File: config.mk
export PLATFORM = sky130hd
export DESIGN_NAME = lbk_modem_mirror
export DESIGN_NICKNAME = d
export VERILOG_FILES = /design/src/rtl/lbk_pkg.sv /design/src/rtl/lbk_ctrl_mirror.sv /design/src/rtl/lbk_break_edge.sv /design/src/rtl/lbk_push_arb.sv /design/src/rtl/lbk_modem_mirror.sv
export SDC_FILE = /design/constraint.sdc
export NUM_CORES = 1
export LEC_CHECK = 0
export BUFFER_PORTS_ARGS = -buffer_cell sky130_fd_sc_hd__buf_2
export CAP_MARGIN = 20
export CORE_MARGIN = 5
export CORE_UTILIZATION = 37
export CTS_CLUSTER_SIZE = 28
export DETAILED_ROUTE_END_ITERATION = 6
export PLACE_DENSITY = 0.86
export SETUP_SLACK_MARGIN = 0.15
export SLEW_MARGIN = 20
export SYNTH_ARGS = -nofsm -noshare
export SYNTH_HDL_FRONTEND = slang
export SYNTH_SLANG_ARGS = --single-unit
File: constraint.sdc
create_clock -name clk -period 1.2 [get_ports clk]
set_input_delay 0.06 -clock clk [delete_from_list [all_inputs] [get_ports clk]]
set_output_delay 0.06 -clock clk [all_outputs]
set_load 0.02 [all_outputs]
File: src/rtl/lbk_pkg.sv
// Package: shared layout of the modem-status flag and interrupt vectors.
// Assumes every consumer indexes the 4-bit vectors with these constants.
package lbk_pkg;
    localparam int MS_N   = 4;
    localparam int MS_CTS = 0;
    localparam int MS_DSR = 1;
    localparam int MS_DCD = 2;
    localparam int MS_RI  = 3;
endpackage

File: src/rtl/lbk_ctrl_mirror.sv
// Control mirror: holds the loopback mode and, on a control write with
// loopback enabled, copies the modem outputs into the status flags and
// recomputes the interrupt bits from those flags.
// Assumes the control write is a single-cycle strobe; reset is synchronous.
module lbk_ctrl_mirror
    import lbk_pkg::*;
#(
    parameter int CTRL_W   = 16,
    parameter int LBE_BIT  = 7,
    parameter int DTR_BIT  = 8,
    parameter int RTS_BIT  = 9,
    parameter int OUT1_BIT = 10,
    parameter int OUT2_BIT = 11
) (
    input  logic              clk,
    input  logic              rst_n,
    input  logic              ctrl_we,
    input  logic [CTRL_W-1:0] ctrl_wdata,
    output logic              loop_en,
    output logic [MS_N-1:0]   ms_flags,
    output logic [MS_N-1:0]   ms_irq
);
    logic [MS_N-1:0] mirror_val;

    // Route each modem output of the written value to its status position.
    always_comb begin
        mirror_val         = '0;
        mirror_val[MS_CTS] = ctrl_wdata[RTS_BIT];
        mirror_val[MS_DSR] = ctrl_wdata[DTR_BIT];
        mirror_val[MS_DCD] = ctrl_wdata[OUT1_BIT];
        mirror_val[MS_RI]  = ctrl_wdata[OUT2_BIT];
    end

    // Track loopback mode and update flags and interrupts on loopback writes.
    always_ff @(posedge clk) begin
        if (!rst_n) begin
            loop_en  <= 1'b0;
            ms_flags <= '0;
            ms_irq   <= '0;
        end else if (ctrl_we) begin
            loop_en <= ctrl_wdata[LBE_BIT];
            if (ctrl_wdata[LBE_BIT]) begin
                ms_flags <= mirror_val;
                ms_irq   <= mirror_val;
            end
        end
    end

    // flags follow the modem outputs of the loopback write.
    p_map_r2: assert property (@(posedge clk) disable iff (!rst_n)
        ctrl_we && ctrl_wdata[LBE_BIT] |=>
            ms_flags[MS_CTS] == $past(ctrl_wdata[RTS_BIT]) &&
            ms_flags[MS_DSR] == $past(ctrl_wdata[DTR_BIT]) &&
            ms_flags[MS_DCD] == $past(ctrl_wdata[OUT1_BIT]) &&
            ms_flags[MS_RI]  == $past(ctrl_wdata[OUT2_BIT]) && loop_en);

    // interrupt bits equal the freshly mirrored flag levels.
    p_irq_level_r3: assert property (@(posedge clk) disable iff (!rst_n)
        ctrl_we && ctrl_wdata[LBE_BIT] |=> ms_irq == ms_flags);

    // a non-loopback write leaves flags and interrupts untouched.
    p_hold_r4: assert property (@(posedge clk) disable iff (!rst_n)
        ctrl_we && !ctrl_wdata[LBE_BIT] |=>
            $stable(ms_flags) && $stable(ms_irq) && !loop_en);
endmodule

File: src/rtl/lbk_break_edge.sv
// Break edge detector: remembers the last written send-break level and
// pulses for one cycle when a write raises it while loopback is on.
// Assumes brk_we marks every write of the send-break control.
module lbk_break_edge (
    input  logic clk,
    input  logic rst_n,
    input  logic brk_we,
    input  logic brk_val,
    input  logic loop_en,
    output logic brk_rise
);
    logic brk_q;

    // Rising edge of the send-break level, qualified by loopback.
    always_comb brk_rise = brk_we && brk_val && !brk_q && loop_en;

    // Store the most recently written send-break level.
    always_ff @(posedge clk) begin
        if (!rst_n)      brk_q <= 1'b0;
        else if (brk_we) brk_q <= brk_val;
    end

    // a repeated 1 never produces an edge.
    p_no_repeat_r6: assert property (@(posedge clk) disable iff (!rst_n)
        brk_we && brk_val |=> !(brk_we && brk_val && brk_rise));
endmodule

File: src/rtl/lbk_push_arb.sv
// Push arbiter: chooses the receive entry for this cycle among a loopback
// transmit byte, a loopback break entry and an external byte, and registers
// it as a one-cycle push. A break colliding with a transmit byte waits one
// cycle. Nothing is pushed, and nothing is kept, while the buffer is not ready.
module lbk_push_arb #(
    parameter int DATA_W  = 8,
    parameter int ENTRY_W = DATA_W + 4,
    parameter int BRK_POS = DATA_W + 2
) (
    input  logic               clk,
    input  logic               rst_n,
    input  logic               loop_en,
    input  logic               tx_we,
    input  logic [DATA_W-1:0]  tx_wdata,
    input  logic               brk_rise,
    input  logic               ext_valid,
    input  logic [DATA_W-1:0]  ext_data,
    input  logic               rxq_ready,
    output logic               push_valid,
    output logic [ENTRY_W-1:0] push_data
);
    localparam logic [ENTRY_W-1:0] BRK_ENTRY = ENTRY_W'(1) << BRK_POS;

    logic               brk_pend;
    logic               tx_req;
    logic               brk_req;
    logic               ext_req;
    logic [ENTRY_W-1:0] sel_entry;

    // Qualify each source by the loopback mode.
    always_comb begin
        tx_req  = loop_en && tx_we;
        brk_req = loop_en && (brk_rise || brk_pend);
        ext_req = !loop_en && ext_valid;
    end

    // Fixed priority: transmit byte, then break, then external byte.
    always_comb begin
        if (tx_req)       sel_entry = ENTRY_W'(tx_wdata);
        else if (brk_req) sel_entry = BRK_ENTRY;
        else              sel_entry = ENTRY_W'(ext_data);
    end

    // Register the push and defer a break that lost to a transmit byte.
    always_ff @(posedge clk) begin
        if (!rst_n) begin
            push_valid <= 1'b0;
            push_data  <= '0;
            brk_pend   <= 1'b0;
        end else begin
            push_valid <= rxq_ready && (tx_req || brk_req || ext_req);
            push_data  <= sel_entry;
            brk_pend   <= rxq_ready && tx_req && brk_req;
        end
    end

    // a cycle without buffer space yields no push.
    p_not_ready_r9: assert property (@(posedge clk) disable iff (!rst_n)
        !rxq_ready |=> !push_valid);

    // a loopback transmit write is echoed one cycle later.
    p_echo_r5: assert property (@(posedge clk) disable iff (!rst_n)
        loop_en && tx_we && rxq_ready |=>
            push_valid && push_data == ENTRY_W'($past(tx_wdata)));

    // external bytes never reach the buffer in loopback.
    p_ext_drop_r8: assert property (@(posedge clk) disable iff (!rst_n)
        loop_en && !tx_we && !brk_rise && !brk_pend |=> !push_valid);

    // a break that coincides with a transmit byte follows it.
    p_brk_after_tx_r7: assert property (@(posedge clk) disable iff (!rst_n)
        loop_en && tx_we && brk_rise && rxq_ready |=> brk_pend);
endmodule

File: src/rtl/lbk_modem_mirror.sv
// Loopback and modem-status mirror of a serial port: control mirror,
// break edge detector and push arbiter. Assumes single-cycle write strobes
// and a receive buffer that stores push_data whenever push_valid is high.
module lbk_modem_mirror
    import lbk_pkg::*;
#(
    parameter int CTRL_W   = 16,
    parameter int DATA_W   = 8,
    parameter int LBE_BIT  = 7,
    parameter int DTR_BIT  = 8,
    parameter int RTS_BIT  = 9,
    parameter int OUT1_BIT = 10,
    parameter int OUT2_BIT = 11,
    localparam int ENTRY_W = DATA_W + 4
) (
    input  logic               clk,
    input  logic               rst_n,
    input  logic               ctrl_we,
    input  logic [CTRL_W-1:0]  ctrl_wdata,
    input  logic               tx_we,
    input  logic [DATA_W-1:0]  tx_wdata,
    input  logic               brk_we,
    input  logic               brk_val,
    input  logic               ext_rx_valid,
    input  logic [DATA_W-1:0]  ext_rx_data,
    input  logic               rxq_ready,
    output logic [MS_N-1:0]    ms_flags,
    output logic [MS_N-1:0]    ms_irq,
    output logic               push_valid,
    output logic [ENTRY_W-1:0] push_data,
    output logic               ext_rx_block
);
    logic loop_en;
    logic brk_rise;

    lbk_ctrl_mirror #(
        .CTRL_W(CTRL_W), .LBE_BIT(LBE_BIT), .DTR_BIT(DTR_BIT),
        .RTS_BIT(RTS_BIT), .OUT1_BIT(OUT1_BIT), .OUT2_BIT(OUT2_BIT)
    ) u_mirror (
        .clk(clk), .rst_n(rst_n), .ctrl_we(ctrl_we), .ctrl_wdata(ctrl_wdata),
        .loop_en(loop_en), .ms_flags(ms_flags), .ms_irq(ms_irq)
    );

    lbk_break_edge u_brk (
        .clk(clk), .rst_n(rst_n), .brk_we(brk_we), .brk_val(brk_val),
        .loop_en(loop_en), .brk_rise(brk_rise)
    );

    lbk_push_arb #(.DATA_W(DATA_W)) u_arb (
        .clk(clk), .rst_n(rst_n), .loop_en(loop_en), .tx_we(tx_we),
        .tx_wdata(tx_wdata), .brk_rise(brk_rise), .ext_valid(ext_rx_valid),
        .ext_data(ext_rx_data), .rxq_ready(rxq_ready),
        .push_valid(push_valid), .push_data(push_data)
    );

    // Gate level toward the receive path follows the loopback mode.
    always_comb ext_rx_block = loop_en;

    // reset clears every output on the next cycle.
    p_reset_r1: assert property (@(posedge clk)
        !rst_n |=> ms_flags == '0 && ms_irq == '0 && !push_valid && !ext_rx_block);

    // with no source active, a push does not repeat.
    p_pulse_r10: assert property (@(posedge clk) disable iff (!rst_n)
        push_valid && !tx_we && !brk_we && !ext_rx_valid &&
        !(push_data[DATA_W+2] == 1'b0 && ext_rx_block) |=> !push_valid);
endmodule

# ---- After elaboration in Yosys (flattened, before gate mapping)
# Cells that the tools add are included.
dict set report totals {
  register_bits 19
  in_bits 40
  out_inout_bits 22
  wordCells 26
}
dict set report classes {
  mux 2
  bitwise 1
  reduce_logical 16
}
# op n
set ops {}
lappend ops {{2-to-1 mux 11 bit} 1}
lappend ops {{logical AND 1 bit} 9}
lappend ops {{2-to-1 mux 8 bit} 1}
lappend ops {{logical OR 1 bit} 3}
lappend ops {{zero test 1 bit} 2}
lappend ops {{AND reduction 2 bit} 1}
lappend ops {{OR reduction 2 bit} 1}
lappend ops {{inverter 1 bit} 1}

# ---- Depth between registers and ports, before layout
dict set report depth {
  depth_word 8
  ltp_mapped 3
  depth_no_buf 3
}

# ---- Modules after synthesis
# A second synthesis with hierarchy kept.
dict set report hier_totals {
  hier_cells 89
  hier_area_um2 798.3
}
# module n_inst cells_each area_each_um2 seq_area_each_um2
set modules_own_cells {}
lappend modules_own_cells {lbk_push_arb 1 60 534.3 220.2}
lappend modules_own_cells {lbk_ctrl_mirror 1 25 217.7 100.1}
lappend modules_own_cells {lbk_break_edge 1 4 46.3 20.0}

# ---- Least setup slack after synthesis
# No wires, ideal clock.
dict set report synth_timing {
  kind {reg2reg}
  from {reg u_mirror.loop_en}
  to {reg u_arb.brk_pend}
  setup_ps 79
  arrival_time_ps 937
  required_ps 1121
  path_slack_ps 184
  stages_incl_launch_ff 3
  path_buffers 0
  synth_period_minus_slack_ps 1016
  cell_sequence {dfxtp_1 -> nand2_2 -> nor3_1}
}
dict set report synth_between {
  elab_chain_len 4
  word_cells_on_any_way 6
  cone_classes {6 x reduce/logical}
}
# element line_no
set synth_rtl {}
lappend synth_rtl {{start, declared} lbk_ctrl_mirror.sv:19} ;# output logic loop_en,
lappend synth_rtl {{start signal, assigned} lbk_ctrl_mirror.sv:41} ;# loop_en <= ctrl_wdata[LBE_BIT];
lappend synth_rtl {{logical AND 1 bit} lbk_break_edge.sv:15} ;# always_comb brk_rise = brk_we && brk_val && !brk_q && loop_en;
lappend synth_rtl {{logical OR 1 bit} lbk_push_arb.sv:33} ;# brk_req = loop_en && (brk_rise || brk_pend);
lappend synth_rtl {{logical AND 1 bit} lbk_push_arb.sv:33}
lappend synth_rtl {{logical AND 1 bit *} lbk_push_arb.sv:53} ;# brk_pend <= rxq_ready && tx_req && brk_req;
lappend synth_rtl {{end signal, assigned} lbk_push_arb.sv:53}
lappend synth_rtl {{end, declared} lbk_push_arb.sv:24} ;# logic brk_pend;
# Mark *: on every way between the ends. The rest lies on a longest branch, timed or not.
# A chain may end at the register's enable or synchronous reset.

# ---- Worst setup path after layout
dict set report layout_timing {
  from {reg u_brk.brk_q}
  to {reg u_arb.push_data[6]}
}
dict set report layout_between {
  elab_chain_len 7
}
# element line_no
set layout_rtl {}
lappend layout_rtl {{start, declared} lbk_break_edge.sv:12} ;# logic brk_q;
lappend layout_rtl {{start signal, assigned} lbk_break_edge.sv:20} ;# else if (brk_we) brk_q <= brk_val;
lappend layout_rtl {{zero test 1 bit} lbk_break_edge.sv:15}
lappend layout_rtl {{logical AND 1 bit (2 in series)} lbk_break_edge.sv:15}
lappend layout_rtl {{logical OR 1 bit} lbk_push_arb.sv:33}
lappend layout_rtl {{logical AND 1 bit} lbk_push_arb.sv:33}
lappend layout_rtl {{2-to-1 mux 11 bit} lbk_push_arb.sv:40} ;# else if (brk_req) sel_entry = BRK_ENTRY;
lappend layout_rtl {{2-to-1 mux 8 bit} lbk_push_arb.sv:39} ;# if (tx_req) sel_entry = ENTRY_W'(tx_wdata);
lappend layout_rtl {{end signal, assigned} lbk_push_arb.sv:52} ;# push_data <= sel_entry;
lappend layout_rtl {{end, declared} lbk_push_arb.sv:20} ;# output logic [ENTRY_W-1:0] push_data
# No other way between the ends.

==> metrics.txt <==
Multi-input gate area=around 340 um^2; TritonCTS buffer count=3; DR pass1 iterations=2; Finish-stage setup viols=0; max-cap viol count=0; RePlAce Congestion=between 0.6 and 0.7; NumNets Final=~170; Crit Path Class=reg -> reg; Max clock buf depth=2; # IOs=62; Tcrit/Tclk final=between 80% and 90%; Die H=between 50 and 60 um; static leakage=between 0.4 and 0.5 nW; worst hold path type=in -> reg; Final ANT Viol Nets=0; Seq/Total Area, Yosys=between 40 and 50%; sequential group share of total power=between 50% and 60%; R2R depth=3; CP startpoint kind=flip-flop; latest clock arrival within the worst-skew pair=around 0.28 ns; Total Negative Setup Slacks=0 ns; sw frac=a little over a quarter; final slew viol count=0; Max VDD drop=roughly 0.53 mV; sequential cell area=approximately 340 um^2; Syn Inst Count=79; fmax=roughly 0.94 GHz; clock root buffer=clkbuf_4; Hold Slack=about 0.02 ns; Initial Util=a little under two fifths; initial antenna violation count=0; pwr/cell area=1130 nW/um^2; crit end category=flip-flop; Worst Hold Depth=2; Clk network pwr share=about a quarter; WL final=1.59 mm; global route total overflow=0; # hold bufs at CTS=0; Net Sw Power=299 uW; Seq cells post-synth=17; row count=16; cell internal pwr=approximately 820 uW; clk slew on worst S/H paths=around 0.09 ns; ant diodes=0; CP Max Fanout=8; Hold Fails Final Rpt=0; vias in the first global route=around 630; core area=1920 um^2; DR vias/cell=4.58; Layout Cells excl Fill=around 150; # H-tree levels=1; pin count of the biggest net entering global routing=25; via count=between 600 and 700; Yosys Warn Count=0; RSZ-0062 raised after global routing=true; DRC viols=0; outcome=complete, no violations; first-pass GRT wire length=approximately 2.4 mm; # port buffers=47; layout cells sized above 1=roughly half; Filler cells=200; Synth Area per Inst=between 9 and 10 um^2; worst endpoint required time=approximately 1.4 ns; clock sinks=17; Placed Instances=roughly 150; final period demand of the worst path=1.06 ns; Comb power frac=19.9%; area grow syn2layout=34.2%; initial drt markers=2; die area=~3000 um^2; number of unique standard cell types used by synthesis=17; DP HPWL=1.35 mm; DR WL/cell=10.5 um; CTS tree=yes; Chip Width=54.6 um; GRT Resource Usage Total=between 10% and 20%; Arrival @ worst endpoint=roughly 1.3 ns; mapped cell area=around 740 um^2; clock skew=around 0.0048 ns
## worst max-delay path, stage by stage, from the launching register on
cell	delay (ns)
dfxtp_2	0.33
and3b_2	0.21
o31a_4	0.34
o22ai_2	0.12
## through the flow
stage | setup WS (ns) | utilization (%) | total power, mW | cell area, um^2
2_1_floorplan | 0.184 | - | 0.763 | 743
3_3_place_gp | 0.173 | 49.4 | 0.836 | 950
3_5_place_dp | 0.139 | 49.4 | 0.843 | 950
4_1_cts | 0.134 | 51.3 | 1.13 | 986
5_1_grt | 0.0876 | 51.4 | 1.18 | 987
6_report | 0.136 | 51.4 | 1.12 | 987
## area by class of cell
cell class	count	area share [%]
well taps	27	3.42
multi-input cells	55	34.6
clock buffers	4	2.66
flip-flops and latches	17	34.7
repair buffers	48	24.6
## what timing repair did
item | CTS | global route
gates resized for setup | 2 | 1
endpoints found under the hold margin | 0 | 0
endpoints found under the setup margin | 8 | 11
pin swaps | 0 | 1
setup buffers | 1 | 0
cloned | 0 | 0
## cell families (layout without fill, tap and decap cells)
kind of cell           after synthesis  in the layout  share of synthesized area, %
AND/OR/NAND/NOR                     36             36                          21.3
flip-flops                          17             17                          46.3
other                                1              3                         0.510
buffers and inverters                9             52                          8.50
AO/OA/AOI/OAI                       15             15                          22.1
multiplexers                         1              1                          1.36
## placed cells by master, fill, tap and decap left out
master    instances
buf_2            47
nand2_1          23
dfxtp_1          15
o22ai_2           8
a21boi_0          5
nand3_1           4
nor3_1            3
conb_1            3
clkbuf_4          3
nor2_1            2
dfxtp_2           2
nand2_2           1
and3b_2           1
o31a_4            1
nand2b_1          1
mux2i_1           1
nor2b_1           1
a211oi_1          1
clkbuf_1          1
buf_4             1
## worst paths after layout
kind	slack, ns	to	start
max reg2reg	0.14	u_arb.push_data[6]$_SDFF_PN0_	u_brk.brk_q$_SDFFE_PN0P_
min	0.02	u_arb.push_data[10]$_SDFF_PP0_	tx_we
max	0.14	u_arb.push_data[6]$_SDFF_PN0_	u_brk.brk_q$_SDFFE_PN0P_
min reg2reg	0.48	u_mirror.ms_flags[3]$_SDFFE_PN0P_	u_mirror.ms_flags[3]$_SDFFE_PN0P_
## cell usage after synthesis
| cell | n | area share [%] |
|---|---|---|
| o22ai_2 | 8 | 14 |
| buf_4 | 7 | 7.1 |
| nor2_1 | 2 | 1.0 |
| a21boi_0 | 5 | 5.1 |
| a211oi_1 | 1 | 1.0 |
| mux2i_1 | 1 | 1.4 |
| nand2_2 | 1 | 0.85 |
| conb_1 | 1 | 0.51 |
| buf_2 | 2 | 1.4 |
| nand2_1 | 23 | 12 |
| nor2b_1 | 1 | 0.85 |
| dfxtp_1 | 17 | 46 |
| o31a_4 | 1 | 2.4 |
| nand3_1 | 4 | 2.7 |
| nand2b_1 | 1 | 0.85 |
| nor3_1 | 3 | 2.0 |
| and3b_1 | 1 | 1.2 |
## power by group through the flow
| stage | clock network (mW) | registers, mW | logic (mW) |
|---|---|---|---|
| floorplan | 0 | 0.656 | 0.108 |
| global placement | 0 | 0.618 | 0.218 |
| detailed placement | 0 | 0.621 | 0.223 |
| CTS | 0.297 | 0.608 | 0.226 |
| global route | 0.324 | 0.611 | 0.245 |
| finish | 0.286 | 0.607 | 0.223 |
## metal layers
layer	track usage [%]	share of wire, %	vias to the layer above
met4	6.22	1.2	0
li1	-	-	348
met2	21.5	53	30
met3	2.72	12	2
met5	0	0	-
met1	10.5	34	312
## state kept, by name (all words and copies together), names as in the netlist
name,flops
u_arb.brk_pend,1
u_mirror.ms_flags,4
u_mirror.loop_en,1
u_arb.push_data,9
u_arb.push_valid,1
u_brk.brk_q,1
(Power assumes the default switching activity.)
